`src/rtl/uart_rx_idle_pkg.sv`:
```
package uart_rx_idle_pkg;

    // Decision taken each cycle by the qualifier for the counter and flag.
    typedef enum logic [1:0] {
        ACT_IDLE    = 2'd0,  // detection disabled or FIFO empty: clear all
        ACT_RESTART = 2'd1,  // FIFO access: clear count and flag
        ACT_ADVANCE = 2'd2,  // character time elapsed with no access
        ACT_HOLD    = 2'd3   // nothing happened
    } idle_act_e;

endpackage

```
`src/rtl/uart_rx_idle_qual.sv`:
```
module uart_rx_idle_qual
    import uart_rx_idle_pkg::*;
#(
    parameter int LVL_W = 5
) (
    input  logic             fifo_mode_en,
    input  logic [LVL_W-1:0] rx_level,
    input  logic             rx_push,
    input  logic             rx_pop,
    input  logic             char_tick,
    output idle_act_e        act
);

    logic fifo_live;

    always_comb begin
        fifo_live = fifo_mode_en && (rx_level != '0);
        if (!fifo_live) begin
            act = ACT_IDLE;
        end else if (rx_push || rx_pop) begin
            act = ACT_RESTART;   // access beats a coincident tick
        end else if (char_tick) begin
            act = ACT_ADVANCE;
        end else begin
            act = ACT_HOLD;
        end
    end

endmodule

```
`src/rtl/uart_rx_idle_count.sv`:
```
module uart_rx_idle_count
    import uart_rx_idle_pkg::*;
#(
    parameter int IDLE_CHARS = 4
) (
    input  logic      clk,
    input  logic      rst_n,
    input  idle_act_e act,
    output logic      reach
);

    localparam int CNT_W = $clog2(IDLE_CHARS + 1);
    localparam logic [CNT_W-1:0] CNT_MAX  = CNT_W'(IDLE_CHARS);
    localparam logic [CNT_W-1:0] CNT_LAST = CNT_W'(IDLE_CHARS - 1);

    typedef struct packed {
        logic [CNT_W-1:0] cnt;
    } cnt_state_t;

    cnt_state_t st_d, st_q;

    always_comb begin
        st_d  = st_q;
        reach = 1'b0;
        case (act)
            ACT_IDLE, ACT_RESTART: st_d.cnt = '0;
            ACT_ADVANCE: begin
                if (st_q.cnt != CNT_MAX) begin
                    st_d.cnt = st_q.cnt + 1'b1;
                end
                reach = (st_q.cnt == CNT_LAST);
            end
            default: st_d = st_q;
        endcase
    end

    always_ff @(posedge clk or negedge rst_n) begin
        if (!rst_n) begin
            st_q <= '0;
        end else begin
            st_q <= st_d;
        end
    end

    p_cnt_bounded_r6: assert property (@(posedge clk) disable iff (!rst_n)
        st_q.cnt <= CNT_MAX);

    p_cnt_restart_r3: assert property (@(posedge clk) disable iff (!rst_n)
        (act == ACT_RESTART) |=> (st_q.cnt == '0));

    p_cnt_idle_clear_r4: assert property (@(posedge clk) disable iff (!rst_n)
        (act == ACT_IDLE) |=> (st_q.cnt == '0));

endmodule

```
`src/rtl/uart_rx_idle_flag.sv`:
```
module uart_rx_idle_flag
    import uart_rx_idle_pkg::*;
(
    input  logic      clk,
    input  logic      rst_n,
    input  idle_act_e act,
    input  logic      reach,
    output logic      flag
);

    typedef struct packed {
        logic set;
    } flag_state_t;

    flag_state_t st_d, st_q;

    always_comb begin
        st_d = st_q;
        case (act)
            ACT_IDLE, ACT_RESTART: st_d.set = 1'b0;
            ACT_ADVANCE: if (reach) st_d.set = 1'b1;
            default: st_d = st_q;
        endcase
    end

    always_ff @(posedge clk or negedge rst_n) begin
        if (!rst_n) begin
            st_q <= '0;
        end else begin
            st_q <= st_d;
        end
    end

    assign flag = st_q.set;

    p_flag_holds_r7: assert property (@(posedge clk) disable iff (!rst_n)
        (flag && (act == ACT_HOLD || act == ACT_ADVANCE)) |=> flag);

    p_flag_rise_on_reach_r2: assert property (@(posedge clk) disable iff (!rst_n)
        $rose(flag) |-> $past(reach));

endmodule

```
`src/rtl/uart_rx_idle_timer.sv`:
```
module uart_rx_idle_timer
    import uart_rx_idle_pkg::*;
#(
    parameter int LVL_W      = 5,
    parameter int IDLE_CHARS = 4
) (
    input  logic             clk,
    input  logic             rst_n,
    input  logic             fifo_mode_en,
    input  logic [LVL_W-1:0] rx_level,
    input  logic             rx_push,
    input  logic             rx_pop,
    input  logic             char_tick,
    input  logic             rda_int_en,
    output logic             tmo_pending,
    output logic             tmo_irq
);

    idle_act_e act;
    logic      reach;

    uart_rx_idle_qual #(.LVL_W(LVL_W)) qual_i (
        .fifo_mode_en (fifo_mode_en),
        .rx_level     (rx_level),
        .rx_push      (rx_push),
        .rx_pop       (rx_pop),
        .char_tick    (char_tick),
        .act          (act)
    );

    uart_rx_idle_count #(.IDLE_CHARS(IDLE_CHARS)) count_i (
        .clk   (clk),
        .rst_n (rst_n),
        .act   (act),
        .reach (reach)
    );

    uart_rx_idle_flag flag_i (
        .clk   (clk),
        .rst_n (rst_n),
        .act   (act),
        .reach (reach),
        .flag  (tmo_pending)
    );

    assign tmo_irq = tmo_pending && rda_int_en;

    p_nonfifo_low_r1: assert property (@(posedge clk) disable iff (!rst_n)
        !fifo_mode_en |=> !tmo_pending);

    p_access_clears_r3: assert property (@(posedge clk) disable iff (!rst_n)
        (rx_push || rx_pop) |=> !tmo_pending);

    p_empty_clears_r4: assert property (@(posedge clk) disable iff (!rst_n)
        (rx_level == '0) |=> !tmo_pending);

    p_rise_needs_idle_tick_r2: assert property (@(posedge clk) disable iff (!rst_n)
        $rose(tmo_pending) |->
            $past(char_tick && fifo_mode_en && (rx_level != '0) && !rx_push && !rx_pop));

endmodule

```
`config.mk`:
```
export PLATFORM = sky130hd
export DESIGN_NAME = uart_rx_idle_timer
export DESIGN_NICKNAME = d
export VERILOG_FILES = /design/src/rtl/uart_rx_idle_pkg.sv /design/src/rtl/uart_rx_idle_qual.sv /design/src/rtl/uart_rx_idle_count.sv /design/src/rtl/uart_rx_idle_flag.sv /design/src/rtl/uart_rx_idle_timer.sv
export SDC_FILE = /design/constraint.sdc
export NUM_CORES = 1
export LEC_CHECK = 0
export ABC_AREA = 1
export BUFFER_PORTS_ARGS = -buffer_cell sky130_fd_sc_hd__buf_4
export CORE_AREA = 3 3 40 42
export CTS_CLUSTER_SIZE = 40
export DETAILED_ROUTE_END_ITERATION = 16
export DIE_AREA = 0 0 43 45
export HOLD_SLACK_MARGIN = 0.03
export PLACE_DENSITY = 0.43
export SYNTH_ARGS = -nofsm -noshare
export SYNTH_HDL_FRONTEND = slang
export SYNTH_SLANG_ARGS = --single-unit
```
`constraint.sdc`:
```
create_clock -name clk -period 2.15 [get_ports clk]
set_clock_uncertainty 0.15 [all_clocks]
set_input_delay 0.215 -clock clk [delete_from_list [all_inputs] [get_ports clk]]
set_output_delay 0.215 -clock clk [all_outputs]
set_load 0.02 [all_outputs]
```
; ---- Yosys cells after proc, flatten, opt, wreduce, memory -nomap -nowiden
; Index checks and enable logic that the tools add are counted.
[op_classes]
n_addsub = 1
n_mul = 0
n_div = 0
magnitude_cmp = 0
eq_ne = 6
n_shift = 0
n_mux = 8
n_bitwise = 0
reduce_logical = 9
[op_table]
columns = cell, count
row1 = $pmux 3 s2, 1
row2 = $reduce_bool 5->1, 1
row3 = $mux 2, 2
row4 = $ne 2x1->1 const B, 2
row5 = $reduce_and 2->1, 2
row6 = $add 3x1->3 const B, 1
row7 = $eq 3x2->1 const B, 1
row8 = $mux 1, 3
row9 = $mux 3, 1
row10 = $ne 3x3->1 const B, 1
row11 = $eq 2x1->1 const B, 1
row12 = $eq 2x2->1 const B, 1
row13 = $logic_and 1x1->1, 2
row14 = $logic_not 2->1, 1
row15 = $pmux 1 s2, 1
row16 = $reduce_bool 2->1, 1
row17 = $reduce_or 2->1, 1
row18 = $logic_or 1x1->1, 1
[totals]
ff_bits = 4
latchBits = 0
mem_bits_rw = 0
mem_bits_ro = 0
in_bits = 12
out_inout_bits = 2
wordCells = 26
mem_count = 0

; ---- Longest topological paths before layout
; Gate-level depths: netlist of run 1.
[logic_depth]
ltp_word = 7
ltp_mapped = 7
ltp_nobuf = 7

; ---- Cells and area by module
; A second synthesis of run 1 with hierarchy kept.
[unflattened]
hier_cells = 42
hier_area_um2 = 300.3
[by_module_without_submodules]
columns = module, instances, cells_each, area_each_um2, seq_area_each_um2
row1 = uart_rx_idle_count, 1, 24, 202.7, 75.1
row2 = uart_rx_idle_flag, 1, 6, 48.8, 25.0
row3 = uart_rx_idle_qual, 1, 10, 41.3, 0.0
row4 = uart_rx_idle_timer, 1, 2, 7.5, 0.0

; ---- Least setup slack after synthesis of run 1
; Ideal clock, no wire load.
[synth_timing]
path_type = register -> register
startpoint = register count_i.st_q[0] (netlist name)
endpoint = register count_i.st_q[2] (netlist name)
setup_ns = 0.118
t_arrival_ns = 0.997
t_required_ns = 1.882
path_slack_ns = 0.885
stages_incl_launch_ff = 6
n_path_buf = 0
synth_period_minus_slack_ns = 1.265
path_cell_list = dfrtp_1 -> ha_1 -> ha_1 -> clkinv_1 -> nand4_1 -> nand2_1
[synth_between]
elab_chain_len = 3
[synth_lines]
columns = item, line_no
row1 = from (decl), uart_rx_idle_count.sv:20  ; cnt_state_t st_d, st_q;
row2 = from (signal assigned), uart_rx_idle_count.sv:41  ; st_q <= st_d;
row3 = $add 3x1->3 or $ne 3x3->1 (tied branches), "uart_rx_idle_count.sv:29, uart_rx_idle_count.sv:28"
row4 = $mux 3 or $ne 2x1->1 (tied branches), n/a
row5 = $pmux 3 s2 or $reduce_and 2->1 (tied branches), n/a
; Several ways; a longest one is shown, not always the timed one. The select of a mux whose other input is x is not followed.
; A chain may end at the register's enable or synchronous reset.

; ---- Worst setup path in the final report of run 1
; Same ends and word-level chain as after synthesis.

==> summary.md, run 1 <==
| Metric | Value |
|---|---|
| Initial antenna violation count | 0 |
| CTS root buf | clkbuf_4 |
| R2R Setup Slk | 0.85 ns |
| Layout cell share with drive strength beyond 1 | 46.2% |
| Complex-gate fraction of the synthesized area | 1.67% |
| Gr usage total | 8.19% |
| Area growth from synthesis to layout | 49.8% |
| Final WL | 640 µm |
| Maximum buffer depth of the clock tree | 2 |
| CP required | 2.13 ns |
| Worst vdd ir | 0.000243 V |
| Sequential element share of the synthesized area | 33.5% |
| Die footprint | 1940 µm² |
| Synth Area in Simple Gates | 42.3% |
| Post-CTS setup buffer count | 0 |
| Worst reg2reg path endpoint | count_i.st_q[2] |
| Post-Synth XOR/XNOR Area | 0% |
| #FFs+latches synth | 4 |
| Total negative setup slack | 0 ns |
| Final Non-Filler Cells | 67 |
| Cell variety after synth | 13 |
| Via count | 278 |
| FILL cells | 139 |
| Measured slew at the worst slew-check pin | 0.127 ns |
| Final Hold Viols | 0 |
| Leak | 0.243 nW |
| Routed Antenna Nets | 0 |
| Max-cap viol count | 0 |
| Yosys top cell area share | 33.5% |
| Cell Area, Synth | 299 µm² |
| Input/output buffers | 13 |
| Worst slack, placed | 0.848 ns |
| DR pass1 iterations | 2 |
| Max-slew violations | 0 |
| Remaining DRCs | 0 |
| Drt via density | 4.15 |
| Chip Height | 45 µm |
| Startpoint Class | register |
| Final min period | 1.30 ns |
| Synth area leaders | dfrtp_1 33%, ha_1 13%, nand4_1 13%, nand2_1 7.5%, nor2_8 6.7% |
| Reg-to-Reg Start | count_i.st_q[0] |
| Core Footprint | 1280 µm² |
| Worst Reg-to-Reg Cells | 5 |
| Starting density of the core | 23.3% |
| I/O Pins | 14 |
| Worst Path Arrival | 1.28 ns |
| Status | complete, no violations |
| Critical path origin | count_i.st_q[0] |
| First-pass GRT wire length | 1110 µm |
| Setup CP Type | register to register |
| Post-Syn Nets | 50 |
| Peak Freq | 771 MHz |
| Total CTS buffers | 3 |
| Rows | 13 |
| Commonest non-fill, non-tap cell in the layout | buf_4 |
| Pwr Density | 464 nW/µm² |
| Finished Core Util | 34.9% |
| Area leader, netlist | dfrtp_1 |
| Mapped Cells | 35 |
| Dpl cells | 63 |
| Synth Area per Inst | 8.54 µm² |
| Initial DRC count | 3 |
| Placer Congestion | 0.624 |
| Vias in the first global route | 281 |
| GRT overflow | 0 |
| Clock latency on the worst-skew pair | 0.24 ns |
| Post-CTS sizing | 0 |
| Main combinational cell family by area after synthesis | simple AND/OR/NAND/NOR gates |
| CTS tree | yes |
| Final worst slack | 0.854 ns |
| Antenna diodes | 0 |
| Yosys warns | 0 |
| Commonest non-fill, non-tap cells in the layout | 13 x buf_4, 6 x nand2_1, 6 x nand4_1, 5 x inv_1, 4 x dfrtp_1 |
| Final #Nets | 69 |
| CTS Sinks | 4 |
| Slew headroom | 91.5% |
| Die W | 43 µm |
| Adder-Cell Fraction of Synth Area | 12.6% |
| RSZ-0062 raised after global routing | false |
| Fin crit share | 60.3% |
| H-tree level count | 1 |
| Mux cell area share after synthesis | 0% |
| Endpoints failing setup | 0 |
| Hold Path Class | primary input to register |
| Largest net degree at the start of global routing | 8 |
| Worst Setup EP | count_i.st_q[2] |
| WL/cell | 9.55 µm |
| Clk slew on worst S/H paths | 0.04 ns |
| Hpwl dp | 516 µm |
| CP endpoint kind | register |
| CP Max Fanout | 3 |
[report_power, final]
part | switching [mW] | internal, mW | total [mW]
sequential | 0.000510 | 0.0763 | 0.0768
clock | 0.0341 | 0.0627 | 0.0968
combinational | 0.0154 | 0.0186 | 0.0340
total | 0.0501 | 0.158 | 0.208
[per-stage QoR]
| step | hold WS [ns] | instance area, µm² | total power [mW] |
|---|---|---|---|
| after global placement | -0.133 | 415 | 0.110 |
| after global routing | 0.130 | 448 | 0.227 |
| after detailed placement | -0.133 | 415 | 0.111 |
| final | 0.101 | 448 | 0.208 |
| after floorplan | -0.231 | 299 | 0.0900 |
| after CTS | 0.108 | 448 | 0.211 |
[worst min path at each step]
stage / cells past startpoint / slack, ns / endpoint / startpoint
final: 3 / 0.10 / flag_i.flag / char_tick
after global routing: 4 / 0.13 / flag_i.flag / rx_push
after CTS: 3 / 0.11 / flag_i.flag / char_tick
after detailed placement: 1 / -0.13 / count_i.st_q[0] / rst_n
after global placement: 1 / -0.13 / count_i.st_q[0] / rst_n
after floorplan: 0 / -0.23 / count_i.st_q[0] / rst_n
[cell families after synthesis]
group,Yosys count
AO/OA/AOI/OAI,1
AND/OR/NAND/NOR,19
flip-flops,4
buffers and inverters,8
adder cells (fa/ha/maj),3
[layer usage]
layer	part of all wire, %	vias to the layer above	routed length, µm	global-route usage, %
met2	42	13	269	11.4
met4	0.63	0	4	1.81
li1	-	150	-	-
met5	0	-	0	0
met1	43	113	273	9.27
met3	14	2	91	7.57
[registers in the layout, summed over array words and instances (netlist names)]
signal,flops
flag_i.flag,1
count_i.st_q,3
[cells in the mapped netlist]
library cell and number:
nand2_1 6, nand4_1 6, inv_1 5, dfrtp_1 4, ha_1 3, inv_2 2
nand2_2 2, nor2_2 2, a21oi_1 1, clkinv_1 1, nand3_4 1, nor2_1 1
nor2_8 1
[worst max-delay path, cell delays in order, from the launching register on]
cell	delay (ns)
dfrtp_1	0.39
ha_1	0.20
ha_1	0.27
clkinv_1	0.05
nand4_1	0.08
nand2_1	0.05
[layout make-up]
cell class / instances / area, µm² / share of cell area (%)
multi-input combinational: 23 / 169 / 37.7
timing repair buffer: 14 / 108 / 24.0
sequential: 4 / 100 / 22.3
inverter: 8 / 30.0 / 6.70
clock buffer: 3 / 22.5 / 5.03
tap: 15 / 18.8 / 4.19
[what timing repair did]
item,CTS,global route
endpoints found under the setup margin,0,0
hold endpoints to repair,4,0
hold buffers,1,0
Power figures use the tool's default switching activity.
==> run 2, diff against run 1 <==
- ABC_AREA: 1 -> 0
- PLACE_DENSITY: 0.43 -> 0.38
- clock period: 2.15 -> 1.1 ns (I/O delays scaled with it)
==> run 2 against run 1 <==
  * Global-route usage down 0.60 points
  * Clock-buffer cell count unchanged
  * The flow now finishes with violations (negative setup slack)
  * Critical path type unchanged
  * Synthesized area down 22%
  * Final area up 6.1%
  * Die area unchanged
  * Sequential share of layout area down 1.3 points
  * Largest power group unchanged
  * Power up 90%
  * Clock power up 78%
  * Setup slack worse by 1.1 ns
==> summary.md, run 2 <==
| Metric | Value |
|---|---|
| Status | finished with violations |
| Violated checks | negative setup slack |
| Starting density of the core | 18.1% (-5.2 points) |
| Worst reg2reg path endpoint | count_i.st_q[1] |
| R2R Setup Slk | -0.21 ns (-1.07 ns) |
| CTS Sinks | 4 (unchanged) |
| Remaining DRCs | 0 (unchanged) |
| Yosys warns | 0 (unchanged) |
| Worst Path Arrival | 1.27 ns (about the same) |
| Yosys top cell area share | 43.0% (+9.5 points) |
| CTS tree | yes |
| Core Footprint | 1280 µm² (unchanged) |
| Worst Setup EP | count_i.st_q[1] |
| Sequential Power Share | 38.7% (+1.7 points) |
| CP endpoint kind | register |
| Commonest non-fill, non-tap cells in the layout | 16 x buf_4, 5 x nor2_1, 4 x dfrtp_1, 3 x clkbuf_4 |
| Sequential element share of the synthesized area | 43.0% (+9.5 points) |
| Final Hold Viols | 0 (unchanged) |
| Die footprint | 1940 µm² (unchanged) |
| Pwr Density | 828 nW/µm² (+79%) |
| Most flop-heavy register | count_i.st_q |
| Area after DPL | 370 µm² (-11%) |
| Vias in the first global route | 273 (-2.8%) |
| Total CTS buffers | 3 (unchanged) |
| Main flop type after synthesis | dfrtp_1 |
| Max-cap viol count | 0 (unchanged) |
| Startpoint Class | register |
| Final Cell Area | 475 µm² (+6.1%) |
| Reg-to-Reg Start | count_i.st_q[1] |
| Switching power total | 0.0762 mW (+52%) |
| Logic pwr share | 17.6% (+1.2 points) |
| Slew headroom | 82.4% (-9.1 points) |
| GRT overflow | 0 (unchanged) |
| Commonest non-fill, non-tap cell in the layout | buf_4 |
| Async S/R FF share, synth | 100% (unchanged) |
| I/O Pins | 14 (unchanged) |
| Post-Syn Nets | 38 (-24%) |
| Clock share of power | 43.7% (-2.9 points) |
| Max reg flops | 3 (unchanged) |
| Die W | 43 µm (unchanged) |
| CP required | 1.05 ns (-1.08 ns) |
| DR pass1 iterations | 2 (unchanged) |
| Final WL | 667 µm (+4.2%) |
| Clk slew on worst S/H paths | 0.03 ns (about the same) |
| Most frequent cell after synthesis | nor2_1 |
| Max-slew violations | 0 (unchanged) |
| Maximum buffer depth of the clock tree | 2 (unchanged) |
| Mapped Cells | 23 (-34%) |
| Leak | 0.224 nW (-7.8%) |
| Cell Area, Synth | 233 µm² (-22%) |
| Area growth from synthesis to layout | 104% |
| Area leader, netlist | dfrtp_1 |
| Initial DRC count | 1 (-2) |
| #FFs+latches synth | 4 (unchanged) |
| Routed Antenna Nets | 0 (unchanged) |
| First-pass GRT wire length | 1000 µm (-9.9%) |
| Antenna diodes | 0 (unchanged) |
| Final Power | 0.393 mW (+90%) |
| Hold Path Class | primary input to register |
| Gr usage total | 7.60% (-0.60 points) |
| Final Non-Filler Cells | 60 (-10%) |
| Placer Congestion | 0.672 (+7.7%) |
| Synth area leaders | dfrtp_1 43%, ha_1 16%, nor2_1 8.1%, o211ai_2 5.4%, inv_1 4.8% |
| Final #Nets | 62 (-10%) |
| Synth Area per Inst | 10.1 µm² (+18%) |
| Layout cell share with drive strength beyond 1 | 66.7% (+21 points) |
| Fin crit share | 119% (+59 points) |
| Synth cell count leaders | 5 x nor2_1, 4 x dfrtp_1, 3 x ha_1, 3 x inv_1 |
| Chip Height | 45 µm (unchanged) |
| CP Max Fanout | 3 (unchanged) |
| Final worst slack | -0.214 ns (-1.07 ns) |
| Rows | 13 (unchanged) |
| Drt via density | 4.08 (-1.6%) |
| Sw Share | 19.4% (-4.8 points) |
| Critical path origin | count_i.st_q[1] |
| Peak Freq | 761 MHz (-1.3%) |
| Worst Reg-to-Reg Cells | 5 (unchanged) |
| Largest net degree at the start of global routing | 5 (-3) |
| Internal power | 0.317 mW (+100%) |
| Setup CP Type | register to register |
| FILL cells | 136 (-2.2%) |
| Via count | 245 (-12%) |
| Hpwl dp | 512 µm (-0.68%) |
| Dpl cells | 53 (-16%) |
| Worst vdd ir | 0.000346 V (+42%) |
| Final min period | 1.31 ns (+0.0172 ns) |
| H-tree level count | 1 (unchanged) |
| Cell variety after synth | 12 (-1) |
| RSZ-0062 raised after global routing | true |
| Measured slew at the worst slew-check pin | 0.263 ns (+0.136 ns) |
| WL/cell | 11.1 µm (+16%) |
| CTS root buf | clkbuf_4 |
| Input/output buffers | 13 (unchanged) |
| Number of synthesized flops with an enable pin | 0 (unchanged) |
| Initial antenna violation count | 0 (unchanged) |
| Clock latency on the worst-skew pair | 0.23 ns (about the same) |
| Endpoints failing setup | 5 (+5) |
-- run 2: changes by cell type in the layout (fill, tap and decap cells not counted), moves of 3 or more --
cell	before	now
ha_1	3	0
inv_1	5	1
nand4_1	6	0
nand2_1	6	0
buf_4	13	16
nor2_1	1	5
-- run 2: timing repair --
item	CTS	global route
setup endpoints to repair	5	5
gates resized for setup	4	6
buffers inserted	1	1
pin swaps	2	5
hold buffers	2	0
endpoints found under the hold margin	5	0
-- run 2: worst min path at each step --
stage                       startpoint         endpoint  cells after the start
after floorplan                  rst_n  count_i.st_q[0]                      0
after global placement           rst_n      flag_i.flag                      1
after detailed placement         rst_n      flag_i.flag                      1
after CTS                 fifo_mode_en  count_i.st_q[2]                      3
after global routing      fifo_mode_en  count_i.st_q[0]                      3
final                     fifo_mode_en  count_i.st_q[2]                      3
-- run 2: power groups by stage --
| stage | registers, mW | logic (mW) | clock network [mW] |
|---|---|---|---|
| floorplan | 0.153 | 0.0164 | 0 |
| global placement | 0.153 | 0.0558 | 0 |
| detailed placement | 0.153 | 0.0574 | 0 |
| CTS | 0.152 | 0.0678 | 0.187 |
| global route | 0.152 | 0.0761 | 0.191 |
| finish | 0.152 | 0.0694 | 0.172 |
-- run 2: per-stage QoR --
stage               TNS (ns)  utilization [%]  hold WS, ns  setup WS, ns
finish                -0.650             37.0       0.0345        -0.214
global placement      -0.953             28.8       -0.241        -0.239
CTS                   -0.703             34.2       0.0317        -0.206
detailed placement     -1.08             28.8       -0.240        -0.276
global route          -0.852             37.0       0.0417        -0.246
floorplan             -0.502                -       -0.336        -0.168
-- run 2: cell type report --
class	instances	area [µm²]	share of cell area [%]
well taps	15	18.8	3.95
repair buffers	19	151	31.8
multi-input cells	16	171	36.1
flip-flops and latches	4	100	21.1
inverters	3	11.3	2.37
clock buffers	3	22.5	4.74
-- run 2: metal layers --
metal  vias up  wire [µm]  part of all wire, %  global-route usage (%)
li1        121          -                    -                       -
met1       114        221                   33                    5.83
met2        10        401                   60                    14.4
met3         0         44                  6.6                    2.79
met4         0          0                    0                    7.23
met5         -          0                    0                       0
-- run 2: cell families (layout without fill, tap and decap cells) --
kind of cell / Yosys count / after routing / synth area share [%]
multiplexers: 1 / 1 / 4.30
XOR/XNOR: 1 / 1 / 3.76
AO/OA/AOI/OAI: 4 / 4 / 14.0
buffers and inverters: 3 / 25 / 4.84
AND/OR/NAND/NOR: 7 / 7 / 14.0
adder cells (fa/ha/maj): 3 / 3 / 16.1
flip-flops: 4 / 4 / 43.0
-- run 2: critical path, cell delays in order, from the launching register on --
cell,delay [ns]
dfrtp_1,0.38
inv_2,0.06
ha_4,0.16
a21boi_4,0.18
mux2i_1,0.20
nor2_1,0.06
==> run 3, diff against run 2 <==
--- a/constraint.sdc
+++ b/constraint.sdc
@@ -4,2 +4,2 @@
 set_output_delay 0.11 -clock clk [all_outputs]
-set_load 0.02 [all_outputs]
+set_load 0.005 [all_outputs]
==> run 3 against run 2 <==
  * The run still ends with negative setup slack left
  * Critical path depth did not move
  * Power about the same
  * Sequential power barely moved
  * Sequential cell count did not move
  * First-iteration DRC count did not move
  * Worst hold slack unchanged
  * Via count is the same
  * Routed wire length fell by 3.7%
  * Non-clock buffer count unchanged
==> summary.md, run 3 (same netlist as run 2, synthesis figures left out) <==
| Metric | Value |
|---|---|
| Hold endpoint | count_i.st_q[2] |
| Commonest non-fill, non-tap cells in the layout | 16 x buf_4, 5 x nor2_1, 4 x dfrtp_1, 3 x clkbuf_4 |
| RSZ-0062 raised after global routing | true |
| Hold Path Class | primary input to register |
| CTS Sinks | 4 (unchanged) |
| Antenna diodes | 0 (unchanged) |
| Clock share of power | 43.7% (about the same) |
| Area occupied by multi-input gates | 171 µm² (unchanged) |
| Peak Freq | 762 MHz (about the same) |
| Hold path start | fifo_mode_en |
| Max-cap viol count | 0 (unchanged) |
| Commonest non-fill, non-tap cell in the layout | buf_4 |
| Worst path slowest cell | dfrtp_1 |
| Clk slew on worst S/H paths | 0.03 ns (about the same) |
| Final WL | 642 µm (-3.7%) |
| Final Non-Filler Cells | 60 (unchanged) |
| Largest net degree at the start of global routing | 5 (unchanged) |
| Setup CP Type | register to register |
| Rows | 13 (unchanged) |
| Max reg flops | 3 (unchanged) |
| CTS root buf | clkbuf_4 |
| GRT overflow | 0 (unchanged) |
| Wire length on met1 | 220 µm (-0.45%) |
| Measured slew at the worst slew-check pin | 0.263 ns (unchanged) |
| Leak | 0.224 nW (unchanged) |
| Reg area | 100 µm² (unchanged) |
| Reg-to-Reg Start | count_i.st_q[1] |
| Worst reg2reg path endpoint | count_i.st_q[1] |
| Total CTS buffers | 3 (unchanged) |
| Clock latency on the worst-skew pair | 0.23 ns (about the same) |
| DR pass1 iterations | 2 (unchanged) |
| Metal2 WL | 377 µm (-6.0%) |
| Worst slack, placed | -0.276 ns (unchanged) |
| Initial antenna violation count | 0 (unchanged) |
| Fin crit share | 119% (about the same) |
| Worst vdd ir | 0.000352 V (+1.7%) |
| Starting density of the core | 18.1% (unchanged) |
| Hpwl dp | 512 µm (unchanged) |
| CP required | 1.05 ns (about the same) |
| Die W | 43 µm (unchanged) |
| Sequential Power Share | 38.7% (about the same) |
| FILL cells | 134 (-1.5%) |
| Final Power | 0.393 mW (about the same) |
| Sw Share | 19.3% (-0.045 points) |
| Final Hold Viols | 0 (unchanged) |
| Status | finished with violations |
| CP Max Fanout | 3 (unchanged) |
| Die footprint | 1940 µm² (unchanged) |
| Vias in the first global route | 273 (unchanged) |
| Area growth from synthesis to layout | 104% (unchanged) |
| Core Footprint | 1280 µm² (unchanged) |
| Violated checks | negative setup slack |
| I/O Pins | 14 (unchanged) |
| CP endpoint kind | register |
| CTS tree | yes |
| Dpl cells | 53 (unchanged) |
| Final #Nets | 62 (unchanged) |
| Switching power total | 0.0760 mW (-0.30%) |
| Total negative setup slack | -0.625 ns (+0.0251 ns) |
| Drt via density | 4.08 (unchanged) |
| Finished Core Util | 37.0% (unchanged) |
| DR WL met3 | 44 µm (unchanged) |
| Worst Reg-to-Reg Cells | 5 (unchanged) |
| Crit-path cells | inv_2 > ha_4 > a21boi_4 > mux2i_1 > nor2_1 |
| H-tree level count | 1 (unchanged) |
| Startpoint Class | register |
| Initial DRC count | 1 (unchanged) |
| Gr usage total | 7.60% (unchanged) |
| Pwr Density | 827 nW/µm² (about the same) |
| Final min period | 1.31 ns (-0.000606 ns) |
| Worst Path Arrival | 1.26 ns (about the same) |
| First-pass GRT wire length | 1000 µm (unchanged) |
| Routed Antenna Nets | 0 (unchanged) |
| Slew headroom | 82.4% (unchanged) |
| Maximum buffer depth of the clock tree | 2 (unchanged) |
| Chip Height | 45 µm (unchanged) |
| WL/cell | 10.7 µm (-3.7%) |
| Input/output buffers | 13 (unchanged) |
| Final worst slack | -0.213 ns (+0.000606 ns) |
| Endpoints failing setup | 5 (unchanged) |
| Max-slew violations | 0 (unchanged) |
| Placer Congestion | 0.672 (unchanged) |
| Highest metal used | met3 |
| Critical Path Max Stage Delay | 0.38 ns (about the same) |
| Most flop-heavy register | count_i.st_q |
| Remaining DRCs | 0 (unchanged) |
| Via count | 245 (unchanged) |
| Hold depth | 3 (unchanged) |
| Logic pwr share | 17.6% (about the same) |
| Internal power | 0.317 mW (about the same) |
| Layout cell share with drive strength beyond 1 | 66.7% (unchanged) |
| R2R Setup Slk | -0.21 ns (about the same) |
run 3: power by group through the flow:
stage	sequential, mW	clock [mW]	combinational [mW]
after floorplan	0.153	0	0.0164
after detailed placement	0.153	0	0.0574
after CTS	0.152	0.187	0.0676
after global routing	0.152	0.191	0.0760
final	0.152	0.172	0.0691
after global placement	0.153	0	0.0558
run 3: per-layer routing:
layer | GRT usage, % | vias to the layer above
met5 | 0 | -
met4 | 7.23 | 0
met3 | 2.79 | 0
met2 | 14.4 | 10
met1 | 5.83 | 114
li1 | - | 121
run 3: timing repair:
action                                  in CTS  in global routing
buffers inserted                             1                  1
hold buffers                                 2                  0
resized for setup                            2                  8
endpoints found under the hold margin        5                  0
endpoints found under the setup margin       5                  5
pin swaps                                    2                  5
run 3: worst max-delay path by stage:
stage                          startpoint              end  slack [ns]  cells past startpoint
after floorplan           count_i.st_q[0]  count_i.st_q[1]       -0.17                      5
after global placement        rx_level[1]  count_i.st_q[2]       -0.24                      4
after detailed placement      rx_level[1]      flag_i.flag       -0.28                      4
after CTS                 count_i.st_q[1]  count_i.st_q[1]       -0.21                      5
after global routing      count_i.st_q[1]  count_i.st_q[1]       -0.25                      5
final                     count_i.st_q[1]  count_i.st_q[1]       -0.21                      5
run 3: worst max-delay path, delay by kind of cell (launching register included):
| kind | cells | cell delay, ns |
|---|---|---|
| DFF | 1 | 0.38 |
| muxes | 1 | 0.20 |
| AOI/OAI and AO/OA | 1 | 0.18 |
| adders and majority gates | 1 | 0.16 |
| buffers and inverters | 1 | 0.06 |
| and+or+nand+nor | 1 | 0.06 |
run 3: stage by stage:
stage | hold WS [ns] | area (µm²)
4_1_cts | 0.0317 | 433
2_1_floorplan | -0.336 | 239
5_1_grt | 0.0417 | 475
3_5_place_dp | -0.240 | 370
6_report | 0.0345 | 475
3_3_place_gp | -0.241 | 370
run 3: layout make-up:
cell class                      instances  share of cell area [%]
Tap cell                               15                    3.95
Sequential cell                         4                    21.1
Multi-Input combinational cell         16                    36.1
Timing Repair Buffer                   19                    31.8
Clock buffer                            3                    4.74
Inverter                                3                    2.37
